[src/rtl/spi_tx_pkg.sv]
package spi_tx_pkg;
   typedef enum logic [1:0] {
      ENG_IDLE  = 2'd0,
      ENG_SHIFT = 2'd1,
      ENG_GUARD = 2'd2
   } eng_state_t;

   localparam int ST_W     = 5;
   localparam int ST_EMPTY = 0;
   localparam int ST_BYTE  = 1;
   localparam int ST_XFER  = 2;
   localparam int ST_IDLE  = 3;
   localparam int ST_OVF   = 4;
endpackage

[src/rtl/spi_txq.sv]
module spi_txq #(
   parameter int DATA_W = 8,
   parameter int DEPTH  = 4
) (
   input  logic              clk,
   input  logic              rst_n,
   input  logic              push,
   input  logic [DATA_W-1:0] push_data,
   input  logic              pop,
   output logic [DATA_W-1:0] pop_data,
   output logic              empty,
   output logic              full
);
   localparam int AW    = (DEPTH > 1) ? $clog2(DEPTH) : 1;
   localparam int CNT_W = AW + 1;

   logic [DATA_W-1:0] mem [DEPTH];
   logic [AW-1:0]     wptr, rptr;
   logic [CNT_W-1:0]  cnt;
   logic              push_ok, pop_ok;

   assign empty   = (cnt == '0);
   assign full    = (cnt == CNT_W'(DEPTH));
   assign push_ok = push && !full;
   assign pop_ok  = pop && !empty;
   assign pop_data = mem[rptr];

   for (genvar i = 0; i < DEPTH; i++) begin : g_slot
      always_ff @(posedge clk or negedge rst_n) begin
         if (!rst_n)                           mem[i] <= '0;
         else if (push_ok && wptr == AW'(i))   mem[i] <= push_data;
      end
   end

   always_ff @(posedge clk or negedge rst_n) begin
      if (!rst_n) begin
         wptr <= '0;
         rptr <= '0;
         cnt  <= '0;
      end else begin
         if (push_ok) wptr <= wptr + AW'(1);
         if (pop_ok)  rptr <= rptr + AW'(1);
         case ({push_ok, pop_ok})
            2'b10:   cnt <= cnt + CNT_W'(1);
            2'b01:   cnt <= cnt - CNT_W'(1);
            default: cnt <= cnt;
         endcase
      end
   end

   assert_full_blocks_write_R7: assert property (@(posedge clk) disable iff (!rst_n)
      (full && push && !pop) |=> full);
   assert_pop_needs_data_R9: assert property (@(posedge clk) disable iff (!rst_n)
      pop |-> !empty);
endmodule

[src/rtl/spi_shift_engine.sv]
module spi_shift_engine
   import spi_tx_pkg::*;
#(
   parameter int DATA_W = 8,
   parameter int DIV_W  = 8
) (
   input  logic              clk,
   input  logic              rst_n,
   input  logic [DIV_W-1:0]  div_val,
   input  logic              q_empty,
   input  logic [DATA_W-1:0] q_data,
   output logic              q_pop,
   output logic              sclk,
   output logic              mosi,
   output logic              sel_n,
   output logic              byte_end,
   output logic              frame_end,
   output logic              eng_idle
);
   localparam int BIT_W = $clog2(DATA_W);
   localparam int GRD_W = DIV_W + 1;
   localparam logic [BIT_W-1:0] LAST_BIT = BIT_W'(DATA_W - 1);

   eng_state_t        st;
   logic [DIV_W-1:0]  half, dcnt;
   logic [GRD_W-1:0]  gcnt, glimit;
   logic [BIT_W-1:0]  bcnt;
   logic [DATA_W-1:0] shreg;
   logic              sclk_q, tick, last_fall, start;

   assign half      = (div_val == '0) ? DIV_W'(1) : div_val;
   assign glimit    = ({1'b0, half} << 1) - GRD_W'(1);
   assign tick      = (st == ENG_SHIFT) && (dcnt == half - DIV_W'(1));
   assign last_fall = tick && sclk_q && (bcnt == LAST_BIT);
   assign start     = !q_empty && (st != ENG_SHIFT);
   assign q_pop     = start || (last_fall && !q_empty);

   always_ff @(posedge clk or negedge rst_n) begin
      if (!rst_n) begin
         st     <= ENG_IDLE;
         dcnt   <= '0;
         gcnt   <= '0;
         bcnt   <= '0;
         shreg  <= '0;
         sclk_q <= 1'b0;
      end else begin
         case (st)
            ENG_SHIFT: begin
               if (tick) begin
                  dcnt <= '0;
                  if (!sclk_q) begin
                     sclk_q <= 1'b1;
                  end else begin
                     sclk_q <= 1'b0;
                     if (bcnt == LAST_BIT) begin
                        bcnt <= '0;
                        if (!q_empty) begin
                           shreg <= q_data;
                        end else begin
                           st   <= ENG_GUARD;
                           gcnt <= '0;
                        end
                     end else begin
                        bcnt  <= bcnt + BIT_W'(1);
                        shreg <= shreg << 1;
                     end
                  end
               end else begin
                  dcnt <= dcnt + DIV_W'(1);
               end
            end
            default: begin
               if (start) begin
                  st     <= ENG_SHIFT;
                  shreg  <= q_data;
                  bcnt   <= '0;
                  dcnt   <= '0;
                  sclk_q <= 1'b0;
               end else if (st == ENG_GUARD) begin
                  if (gcnt == glimit) st <= ENG_IDLE;
                  else                gcnt <= gcnt + GRD_W'(1);
               end
            end
         endcase
      end
   end

   assign sclk      = sclk_q;
   assign mosi      = shreg[DATA_W-1];
   assign sel_n     = (st != ENG_SHIFT);
   assign byte_end  = last_fall;
   assign frame_end = last_fall && q_empty;
   assign eng_idle  = (st == ENG_IDLE);

   assert_sclk_gated_R6: assert property (@(posedge clk) disable iff (!rst_n)
      sel_n |-> !sclk);
   assert_mosi_stable_high_R4: assert property (@(posedge clk) disable iff (!rst_n)
      (sclk && $past(sclk)) |-> $stable(mosi));
   assert_select_needs_data_R1: assert property (@(posedge clk) disable iff (!rst_n)
      $fell(sel_n) |-> $past(!q_empty));
endmodule

[src/rtl/spi_tx_flags.sv]
module spi_tx_flags
   import spi_tx_pkg::*;
(
   input  logic            clk,
   input  logic            rst_n,
   input  logic            ovf_evt,
   input  logic            byte_end,
   input  logic            frame_end,
   input  logic            stat_rd,
   input  logic            q_empty,
   input  logic            eng_idle,
   output logic [ST_W-1:0] status
);
   logic ovf_q, byte_q, xfer_q;

   always_ff @(posedge clk or negedge rst_n) begin
      if (!rst_n) begin
         ovf_q  <= 1'b0;
         byte_q <= 1'b0;
         xfer_q <= 1'b0;
      end else begin
         if (ovf_evt)        ovf_q  <= 1'b1;
         else if (stat_rd)   ovf_q  <= 1'b0;
         if (byte_end)       byte_q <= 1'b1;
         else if (stat_rd)   byte_q <= 1'b0;
         if (frame_end)      xfer_q <= 1'b1;
         else if (stat_rd)   xfer_q <= 1'b0;
      end
   end

   always_comb begin
      status           = '0;
      status[ST_EMPTY] = q_empty;
      status[ST_BYTE]  = byte_q;
      status[ST_XFER]  = xfer_q;
      status[ST_IDLE]  = eng_idle && q_empty;
      status[ST_OVF]   = ovf_q;
   end

   assert_overflow_sets_R8: assert property (@(posedge clk) disable iff (!rst_n)
      ovf_evt |=> status[ST_OVF]);
   assert_read_clears_R10: assert property (@(posedge clk) disable iff (!rst_n)
      (stat_rd && !byte_end) |=> !status[ST_BYTE]);
endmodule

[src/rtl/spi_autoselect_tx.sv]
module spi_autoselect_tx
   import spi_tx_pkg::*;
#(
   parameter int DATA_W = 8,
   parameter int DEPTH  = 4,
   parameter int DIV_W  = 8
) (
   input  logic              clk,
   input  logic              rst_n,
   input  logic              wr_en,
   input  logic [DATA_W-1:0] wr_data,
   output logic              full,
   input  logic [DIV_W-1:0]  div_val,
   input  logic              stat_rd,
   output logic [ST_W-1:0]   status,
   output logic              sclk,
   output logic              mosi,
   output logic              sel_n
);
   if (DATA_W < 2) begin : g_bad_width
      $error("DATA_W must be at least 2");
   end
   if (DEPTH < 2 || (DEPTH & (DEPTH - 1)) != 0) begin : g_bad_depth
      $error("DEPTH must be a power of two, at least 2");
   end
   if (DIV_W < 1) begin : g_bad_div
      $error("DIV_W must be at least 1");
   end

   logic              q_pop, q_empty;
   logic [DATA_W-1:0] q_data;
   logic              byte_end, frame_end, eng_idle;

   spi_txq #(.DATA_W(DATA_W), .DEPTH(DEPTH)) u_q (
      .clk       (clk),
      .rst_n     (rst_n),
      .push      (wr_en),
      .push_data (wr_data),
      .pop       (q_pop),
      .pop_data  (q_data),
      .empty     (q_empty),
      .full      (full)
   );

   spi_shift_engine #(.DATA_W(DATA_W), .DIV_W(DIV_W)) u_eng (
      .clk       (clk),
      .rst_n     (rst_n),
      .div_val   (div_val),
      .q_empty   (q_empty),
      .q_data    (q_data),
      .q_pop     (q_pop),
      .sclk      (sclk),
      .mosi      (mosi),
      .sel_n     (sel_n),
      .byte_end  (byte_end),
      .frame_end (frame_end),
      .eng_idle  (eng_idle)
   );

   spi_tx_flags u_flags (
      .clk       (clk),
      .rst_n     (rst_n),
      .ovf_evt   (wr_en && full),
      .byte_end  (byte_end),
      .frame_end (frame_end),
      .stat_rd   (stat_rd),
      .q_empty   (q_empty),
      .eng_idle  (eng_idle),
      .status    (status)
   );

   assert_idle_deselected_R11: assert property (@(posedge clk) disable iff (!rst_n)
      status[ST_IDLE] |-> sel_n);
   assert_frame_done_on_release_R10: assert property (@(posedge clk) disable iff (!rst_n)
      $rose(sel_n) |-> status[ST_XFER]);
endmodule

[config.mk]
export PLATFORM = sky130hd
export DESIGN_NAME = spi_autoselect_tx
export DESIGN_NICKNAME = d
export VERILOG_FILES = /design/src/rtl/spi_tx_pkg.sv /design/src/rtl/spi_txq.sv /design/src/rtl/spi_shift_engine.sv /design/src/rtl/spi_tx_flags.sv /design/src/rtl/spi_autoselect_tx.sv
export SDC_FILE = /design/constraint.sdc
export NUM_CORES = 1
export LEC_CHECK = 0
export ABC_AREA = 1
export CORE_ASPECT_RATIO = 0.9
export CORE_MARGIN = 2
export CORE_UTILIZATION = 60
export DETAILED_ROUTE_END_ITERATION = 8
export PLACE_DENSITY = 0.85
export SLEW_MARGIN = 20
export SYNTH_ARGS = -nofsm -noshare
export SYNTH_HDL_FRONTEND = slang
export SYNTH_HIERARCHICAL = 1
export SYNTH_SLANG_ARGS = --single-unit
[constraint.sdc]
create_clock -name clk -period 6.4 [get_ports clk]
set_input_delay 1.28 -clock clk [delete_from_list [all_inputs] [get_ports clk]]
set_output_delay 1.28 -clock clk [all_outputs]
set_load 0.01 [all_outputs]
==> results by stage, run 1 <==
Yosys:
- Synthesis handed over a netlist of 571 instances.
- The post-synthesis cell type count is 33.
- When the netlist entered floorplanning its net count stood at roughly 610.
- The Yosys step of the flow raised 6 warnings.
- Ranked by total cell area, the synthesized netlist is headed by sky130_fd_sc_hd__dfrtp_1 41%, sky130_fd_sc_hd__nand2_1 14%, sky130_fd_sc_hd__nand4_1 5.5%, sky130_fd_sc_hd__nand3_1 5.1%, sky130_fd_sc_hd__inv_1 4.6%.
- The synthesized flop and latch total is 73.
- For this run, the register share of the synthesized area comes to 41.43%.
- The area share of the largest cell type after synthesis is 41.43%.
- The average cell area after synthesis is 7.722 µm².
- The synthesized netlist occupies a cell area of 4409 µm².
- The most area-hungry cell type in the Yosys netlist is sky130_fd_sc_hd__dfrtp_1.

Clock tree:
- The cell sitting at the root of the clock tree is a sky130_fd_sc_hd__clkbuf_8.
- The number of buffers created by CTS is 9.
- The later pin in the worst-skew pair is clocked with a latency of 0.36 ns.
- The number of buffers on the longest clock path is 2.
- Clock-pin slew was measured on the worst setup and hold paths at about 0.07 ns.
- CTS built an H-tree with a depth of 3.
- The number of sinks on the clock net is 73.
- The TritonCTS clock tree is yes.
- In this run, post-CTS hold repair placed 0 buffers.
- Buffers added to address setup during post-CTS repair amount to 0.
- The post-cts sizing count is 0.

Timing:
- In this run the tightest slew margin relative to its limit is 38.91%.
- The time the worst path needs with I/O delays and setup is 5.087 ns.
- Setup repair after global routing left no endpoint under its margin.
- Summed over all failing endpoints, the final setup total negative slack is 0 ns.
- For the pin with the worst max-slew slack, the measured transition is 0.9164 ns.
- The final-report hold violation count was 0.
- Derived from the worst setup path, the maximum achievable clock frequency is 0.1966 GHz.
- Setup violations remaining at the end of the flow were counted as 0.
- In the finished design, the share of the clock period the worst path needs comes to 79.49%.
- The number of max-slew violations in the final report was 0.
- Between clock sinks in the finished design, the worst skew comes to 0.01163 ns.

Worst setup path:
- The category of cells accounting for the largest share of critical-path delay is simple AND/OR/NAND/NOR gates.
- The biggest cell delay along the critical path is 0.54 ns.
- The maximum fanout along the worst path is 6.
- The data required time of the critical path is 6.65 ns.
- The worst setup path category is primary input to register.
- The type of element capturing the critical path is a register.
- The data arrival time of the critical path is 5.34 ns.
- The cell with the largest stage delay on the worst path is sky130_fd_sc_hd__clkdlybuf4s50_1.
- The worst setup path is launched from a primary input.
- The count of buffering cells on the critical path with inverters included is 4.
- The most prevalent standard cell on the critical path is sky130_fd_sc_hd__nand2_1.

Floorplan:
- In this run the standard cell core region covers around 7100 µm².
- For this configuration, the core starts out at a cell density of 62.32%.
- The die covers 8051 µm².
- In this run the vertical extent of the chip is roughly 85 µm.
- In this run the count of I/O pins placed on the die edge is 29.
- In this run the core area contains 29 standard-cell rows.
- From left edge to right edge, the die measures 94.36 µm.

Routing:
- In the routed design, unresolved DRC markers number 0.
- The routed wire length is 10.00 mm.
- Detailed routing inserted a total of 3,950 vias.
- The detailed router finished its first iteration with 431 violations.
- The first detailed-routing pass ran for 5 iterations.
- In this run the remaining antenna-violating nets after routing total 0.
- The ratio of routed vias to standard cells is 5.750.
- The routed wire length per instance is around 15 µm.

Layout:
- Fill cells in the final layout number 571.
- The combined flip-flop and latch cell area is between 1500 and 2000 µm².
- The final layout contains 623 nets.
- The multi-input combinational cell area is around 2200 µm².
- The number of antenna cells inserted is 0.
- From synthesis to final layout, the design area changed by 11.04%.
- The share of post-route cells with drive strength above 1 is 8.418%.

Power and ir drop:
- The power density relative to cell area is 332.8 nW/µm².
- The design draws 0.001629 W.
- The peak supply drop is 0.0002267 V.
- The static leakage is 2.492 nW.

Global route:
- The wire length of the first global-routing pass is roughly 17 mm.
- The via count of the first global-routing pass is 3,766.
- The total overflow left after global routing is 0.
- Entering global routing, the biggest net connects between 70 and 80 pins.
- The global-route total usage across every layer is 26.85%.
- The initial antenna violation count is 0.

Min path:
- The path class of the tightest hold or removal check is register to register.

Placement:
- The final weighted congestion in routability-driven placement is 1.050.
- After legalization and detailed placement, the total HPWL measured ~7.1 mm.
- Buffers placed on the I/O ports in this run total 28.

Flow run:
- The number of max-capacitance violations reported is 0.

Run status:
- The run finished with clean final reports.
[area by class of cell]
cell class / instances / area share (%)
timing repair buffer: 30 / 5.929
tap: 93 / 2.377
clock buffer: 11 / 2.888
multi-input combinational: 416 / 44.88
clock inverter: 5 / 2.096
inverter: 59 / 4.523
sequential: 73 / 37.31
[flip-flops by register name (all words and copies together), names as in the netlist]
name,count
u_eng/shreg,8
u_eng/gcnt,9
u_eng/bcnt,3
u_eng/dcnt,8
u_flags/byte_q,1
u_eng/st,2
u_flags/xfer_q,1
u_flags/ovf_q,1
u_q/cnt,3
u_q/mem,32
u_q/wptr,2
u_eng/sclk,1
u_q/rptr,2
[worst min-delay path: cells and delay by family, from the launching register on]
kind	cells	cell delay, ns
AND/OR/NAND/NOR	2	0.09
flip-flops	1	0.34
[synthesized netlist by cell type]
cell type and number:
sky130_fd_sc_hd__nor2_4 2, sky130_fd_sc_hd__o31ai_1 1, sky130_fd_sc_hd__fa_1 1, sky130_fd_sc_hd__dfrtp_1 73
sky130_fd_sc_hd__xor2_1 9, sky130_fd_sc_hd__nand3_4 3, sky130_fd_sc_hd__nand2_4 1, sky130_fd_sc_hd__nor4_1 2
sky130_fd_sc_hd__inv_1 54, sky130_fd_sc_hd__xnor2_1 2, sky130_fd_sc_hd__ha_1 13, sky130_fd_sc_hd__or2_2 2
sky130_fd_sc_hd__nor3_1 11, sky130_fd_sc_hd__mux2i_1 7, sky130_fd_sc_hd__nand2_1 167, sky130_fd_sc_hd__buf_4 7
sky130_fd_sc_hd__nor2_2 5, sky130_fd_sc_hd__nand3_1 45, sky130_fd_sc_hd__inv_2 4, sky130_fd_sc_hd__o21ai_2 8
sky130_fd_sc_hd__xor2_2 1, sky130_fd_sc_hd__nor2_1 42, sky130_fd_sc_hd__nand2_2 3, sky130_fd_sc_hd__buf_6 5
sky130_fd_sc_hd__a21oi_2 1, sky130_fd_sc_hd__o22ai_1 6, sky130_fd_sc_hd__clkinv_1 1, sky130_fd_sc_hd__a21oi_1 9
sky130_fd_sc_hd__nand4_1 39, sky130_fd_sc_hd__buf_2 11, sky130_fd_sc_hd__nand3b_1 1, sky130_fd_sc_hd__o21ai_0 33
sky130_fd_sc_hd__nand3_2 2
[power by group]
part           total (W)  internal (W)  switching, W
registers       0.000692      0.000598     0.0000939
clock network   0.000442      0.000269      0.000173
logic           0.000495      0.000182      0.000313
[final timing paths]
path	startpoint	depth (start not counted)	slack (ns)	end
max	div_val[2]	27	1.31	u_q/cnt[2]$_DFFE_PN0P_
min	u_flags/ovf_q$_DFFE_PN0P_	2	0.47	u_flags/ovf_q$_DFFE_PN0P_
max reg2reg	u_eng/st[1]$_DFFE_PN0P_	15	3.29	u_q/cnt[2]$_DFFE_PN0P_
min reg2reg	u_flags/ovf_q$_DFFE_PN0P_	2	0.47	u_flags/ovf_q$_DFFE_PN0P_
max in group asynchronous	rst_n	2	4.66	u_eng/gcnt[1]$_DFFE_PN0P_
min in group asynchronous	rst_n	2	1.12	u_eng/dcnt[0]$_DFFE_PN0N_
[cell usage in the layout, fill, tap and decap left out, types with 4 or more instances in the layout]
master,instances
sky130_fd_sc_hd__a21oi_1,9
sky130_fd_sc_hd__clkbuf_8,10
sky130_fd_sc_hd__clkdlybuf4s50_1,27
sky130_fd_sc_hd__dfrtp_1,73
sky130_fd_sc_hd__ha_1,13
sky130_fd_sc_hd__inv_1,54
sky130_fd_sc_hd__inv_2,4
sky130_fd_sc_hd__mux2i_1,7
sky130_fd_sc_hd__nand2_1,167
sky130_fd_sc_hd__nand3_1,45
sky130_fd_sc_hd__nand4_1,39
sky130_fd_sc_hd__nor2_1,42
sky130_fd_sc_hd__nor2_2,5
sky130_fd_sc_hd__nor3_1,11
sky130_fd_sc_hd__o21ai_0,33
sky130_fd_sc_hd__o21ai_2,8
sky130_fd_sc_hd__o22ai_1,6
sky130_fd_sc_hd__xor2_1,9
[cells by family after synthesis]
| kind of cell | synth area share (%) |
|---|---|
| and+or+nand+nor | 33.97 |
| buffers and inverters | 8.740 |
| DFF | 41.43 |
| AOI/OAI and AO/OA | 7.577 |
| adders and majority gates | 4.143 |
| xor gates and xnor gates | 2.554 |
| muxes | 1.589 |
[stage by stage]
step	std cells	hold slack [ns]	setup slack, ns	util [%]	area (µm²)
final	687	0.4712	1.313	69.20	4896
after global routing	687	0.4868	0.9471	69.20	4896
after CTS	687	0.4712	1.408	69.20	4896
after detailed placement	671	0.4533	1.059	65.75	4652
after global placement	671	0.4477	1.283	65.75	4652
after floorplan	571	0.4366	2.066	-	4409
[per-layer routing]
layer / track usage, % / vias to the layer above / share of wire (%)
li1: - / 1911 / -
met1: 37.81 / 1843 / 44
met2: 41.49 / 186 / 46
met3: 7.194 / 10 / 8.8
met4: 6.983 / 0 / 0.94
met5: 0 / - / 0
(Power assumes the default switching activity.)
==> run 2: changes to the inputs <==
==> constraint.sdc (replaced) <==
create_clock -name clk -period 5.2 [get_ports clk]
set_input_delay 1.04 -clock clk [delete_from_list [all_inputs] [get_ports clk]]
set_output_delay 1.04 -clock clk [all_outputs]
set_load 0.01 [all_outputs]
==> run 2 against run 1 <==
Sequential cell count unchanged. Combinational power is 24% higher. Sequential share of layout area rose by 0.29 points.
==> results by stage, run 2 (synthesis gave the netlist of run 1 again) <==
Layout:
- Leaving out fill and tap cells, the most frequent cell in the layout is sky130_fd_sc_hd__nand2_1.
- The signed area change from the synthesized netlist to the final layout is 10.19%.
- The final core utilization was 68.66% (-0.53 points).
- The share of post-route cells with drive strength above 1 is 8.586% (+0.17 points).
- The flip-flop count of the largest register after layout is 32 (unchanged).
- The register with the highest flop count is u_q/mem.
- Leaving out fill and tap cells, the most frequent cells in the layout are 167 x sky130_fd_sc_hd__nand2_1, 73 x sky130_fd_sc_hd__dfrtp_1, 54 x sky130_fd_sc_hd__inv_1, 45 x sky130_fd_sc_hd__nand3_1, 42 x sky130_fd_sc_hd__nor2_1.
- The largest registers in the layout are u_q/mem x32, u_eng/gcnt x9.
- The number of antenna cells inserted came to 0 (unchanged).
- The layout net count is 623 (unchanged).

Timing:
- The slew at the pin with the worst max-slew slack is 0.7034 ns (-0.2130 ns).
- The final-report hold violation count is 0 (unchanged).
- The final critical path takes up between 90% and 100% of the cycle.
- The final clock skew is 0.01000 ns (-0.001626 ns).
- The final count of negative-setup-slack endpoints is 0 (unchanged).
- The sum of negative setup slack is 0 ns (unchanged).
- The highest clock rate is ~0.21 GHz.
- The number of max-slew violations in the final report is 0 (unchanged).
- The relative slew slack is 52.94% (+14 points).
- Setup repair after global routing left no endpoint under its margin.
- The worst path in the final design needs a cycle of 4.763 ns, including I/O delays and setup.

Clock tree:
- TritonCTS built the clock tree.
- The number of sinks on the clock net came to 73 (unchanged).
- The latest clock arrival within the worst-skew pair is 0.35 ns (about the same).
- The clock transition at the registers of the reported paths is 0.08 ns (about the same).
- The number of buffers created by CTS is 9 (unchanged).
- The post-cts sizing count is 0 (unchanged).
- The number of buffers on the longest clock path is 2 (unchanged).
- The root buffer cell is sky130_fd_sc_hd__clkbuf_8.
- The count of buffers added by post-CTS timing repair for setup is 0 (unchanged).
- The depth of the CTS H-tree is 3 (unchanged).
- The total of hold buffers inserted after clock tree synthesis came to 0 (unchanged).

Global route:
- The global routing met2 resource utilization is 41.49% (unchanged).
- The initial antenna violation count is 0 (unchanged).
- The via count of the first global-routing pass is 3,775 (+0.24%).
- The met1 routing resource usage after global routing is 37.20% (-0.61 points).
- The met3 layer usage reported by global route is 5.950% (-1.2 points).
- The wire length of the first global-routing pass is 17.05 mm (-1.1%).
- The leftover overflow at the end of global routing is 0 (unchanged).
- The largest net degree at the start of global routing is 48 (-35%).
- The global-route total usage across every layer is 26.64% (-0.21 points).
- The layer carrying the most global-route usage is met2.

Worst setup path:
- The cell count of the worst reg-to-reg path came to 19 (+4).
- The data required time of the critical path is 5.44 ns (-1.21 ns).
- The startpoint of the worst-slack reg-to-reg timing path is u_eng/dcnt[2]$_DFFE_PN0N_.
- The worst setup path category is primary input to register.
- The flop-to-flop setup slack is 2.19 ns (-1.10 ns).
- The worst register-to-register path ends at u_q/cnt[2]$_DFFE_PN0P_.
- Following the worst setup path forward leads to its endpoint at u_q/cnt[2]$_DFFE_PN0P_.
- The worst setup path is captured at a register.
- The startpoint type of the worst setup path is a primary input.
- The worst setup path startpoint is div_val[2].
- The data arrival time of the critical path is 5.01 ns (-0.33 ns).
- The maximum fanout along the worst path came to 6 (unchanged).

Power and ir drop:
- The power density relative to cell area is 395.4 nW/µm² (+19%).
- The peak supply drop is 0.0002851 V (+26%).
- The static leakage came to 2.469 nW (-0.95%).

Floorplan:
- The horizontal die dimension came to 94.36 µm (unchanged).
- The number of I/O pins is 29 (unchanged).
- The chip height is 85.33 µm (unchanged).
- The core footprint is 7076 µm² (unchanged).
- The area of the die is 8051 µm² (unchanged).
- The initial standard-cell utilization of the core is 62.32% (unchanged).
- The number of rows created at floorplan is 29 (unchanged).

Placement:
- The final weighted congestion in routability-driven placement is 1.060 (+0.90%).
- The detailed-placement wirelength estimate came to 7.237 mm (+1.9%).
- The number of input and output port buffers inserted is 28 (unchanged).

Routing:
- The DRC violations left is 0 (unchanged).
- The ratio of routed vias to standard cells is 5.771 (+0.38%).
- The routed via count was 3,965 (+0.38%).
- The routed wire length is 10.01 mm (about the same).
- The remaining antenna violation count after routing is 0 (unchanged).
- The number of DRC markers in iteration 0 was 372 (-14%).
- The number of iterations in the first detailed-routing pass is 5 (unchanged).
- The routed wire length per instance is 14.57 µm (about the same).

Min path:
- The classification of the worst-slack hold path is register to register.
- The startpoint of the most critical hold path is u_flags/ovf_q$_DFFE_PN0P_.

Flow run:
- The number of max-capacitance violations reported is 0 (unchanged).

Run status:
- The flow ran to the end, and the final reports show no timing, DRC or antenna violations.
run 2: metal layers:
layer  vias to the layer above  share of wire (%)
met5                         -                  0
met4                         0                1.4
met3                        17                8.2
met2                       182                 46
met1                      1860                 44
li1                       1906                  -
run 2: final cells by class:
type                       count  area [µm²]
sequential                    73        1827
clock inverter                 6       66.31
tap                           93       116.4
multi-input combinational    416        2197
inverter                      59       221.5
clock buffer                  10       137.6
timing repair buffer          30       292.8
fill                         559        2217
run 2: worst min-delay path by stage:
stage	slack, ns	to	cells past startpoint
final	0.47	u_flags/ovf_q$_DFFE_PN0P_	2
after global routing	0.49	u_q/mem[20]$_DFFE_PN0P_	2
after CTS	0.47	u_q/mem[20]$_DFFE_PN0P_	2
after detailed placement	0.45	u_q/mem[21]$_DFFE_PN0P_	2
after global placement	0.45	u_q/mem[3]$_DFFE_PN0P_	2
after floorplan	0.44	u_q/mem[0]$_DFFE_PN0P_	2
run 2: worst max-delay path: stages:
cell	delay, ns
sky130_fd_sc_hd__clkdlybuf4s50_1	0.53
sky130_fd_sc_hd__nor2_4	0.21
sky130_fd_sc_hd__nand2_2	0.06
sky130_fd_sc_hd__nor2_2	0.17
sky130_fd_sc_hd__nor2_4	0.07
sky130_fd_sc_hd__ha_1	0.27
sky130_fd_sc_hd__inv_1	0.07
sky130_fd_sc_hd__nand2_1	0.04
sky130_fd_sc_hd__nand2_1	0.15
sky130_fd_sc_hd__xor2_1	0.16
sky130_fd_sc_hd__nand2_1	0.06
sky130_fd_sc_hd__nor2_1	0.09
sky130_fd_sc_hd__nand3_1	0.10
sky130_fd_sc_hd__nor2_2	0.16
sky130_fd_sc_hd__nand3_4	0.13
sky130_fd_sc_hd__nor2_1	0.22
sky130_fd_sc_hd__nand3_1	0.13
sky130_fd_sc_hd__a21oi_1	0.24
sky130_fd_sc_hd__nand2_1	0.13
sky130_fd_sc_hd__inv_1	0.08
sky130_fd_sc_hd__ha_1	0.15
sky130_fd_sc_hd__inv_1	0.06
sky130_fd_sc_hd__fa_1	0.38
sky130_fd_sc_hd__nand2_1	0.11
sky130_fd_sc_hd__nand3_1	0.08
sky130_fd_sc_hd__nand2_1	0.06
sky130_fd_sc_hd__nand2_1	0.04
run 2: metrics by stage:
stage	hold slack (ns)	area, µm²	std cells	worst slack, ns	power, W
3_3_place_gp	0.4479	4652	671	0.3257	0.001426
2_1_floorplan	0.4366	4409	571	1.106	0.001305
6_report	0.4737	4858	687	0.4369	0.001921
4_1_cts	0.4727	4856	687	0.4945	0.001923
5_1_grt	0.4868	4858	687	0.1372	0.002058
3_5_place_dp	0.4531	4652	671	0.1033	0.001463
run 2: report_power, final:
part	switching (W)	total [W]	internal (W)
Clock	0.000222	0.000457	0.000235
Combinational	0.000387	0.000612	0.000225
Sequential	0.000116	0.000853	0.000736
Total	0.000725	0.00192	0.00120
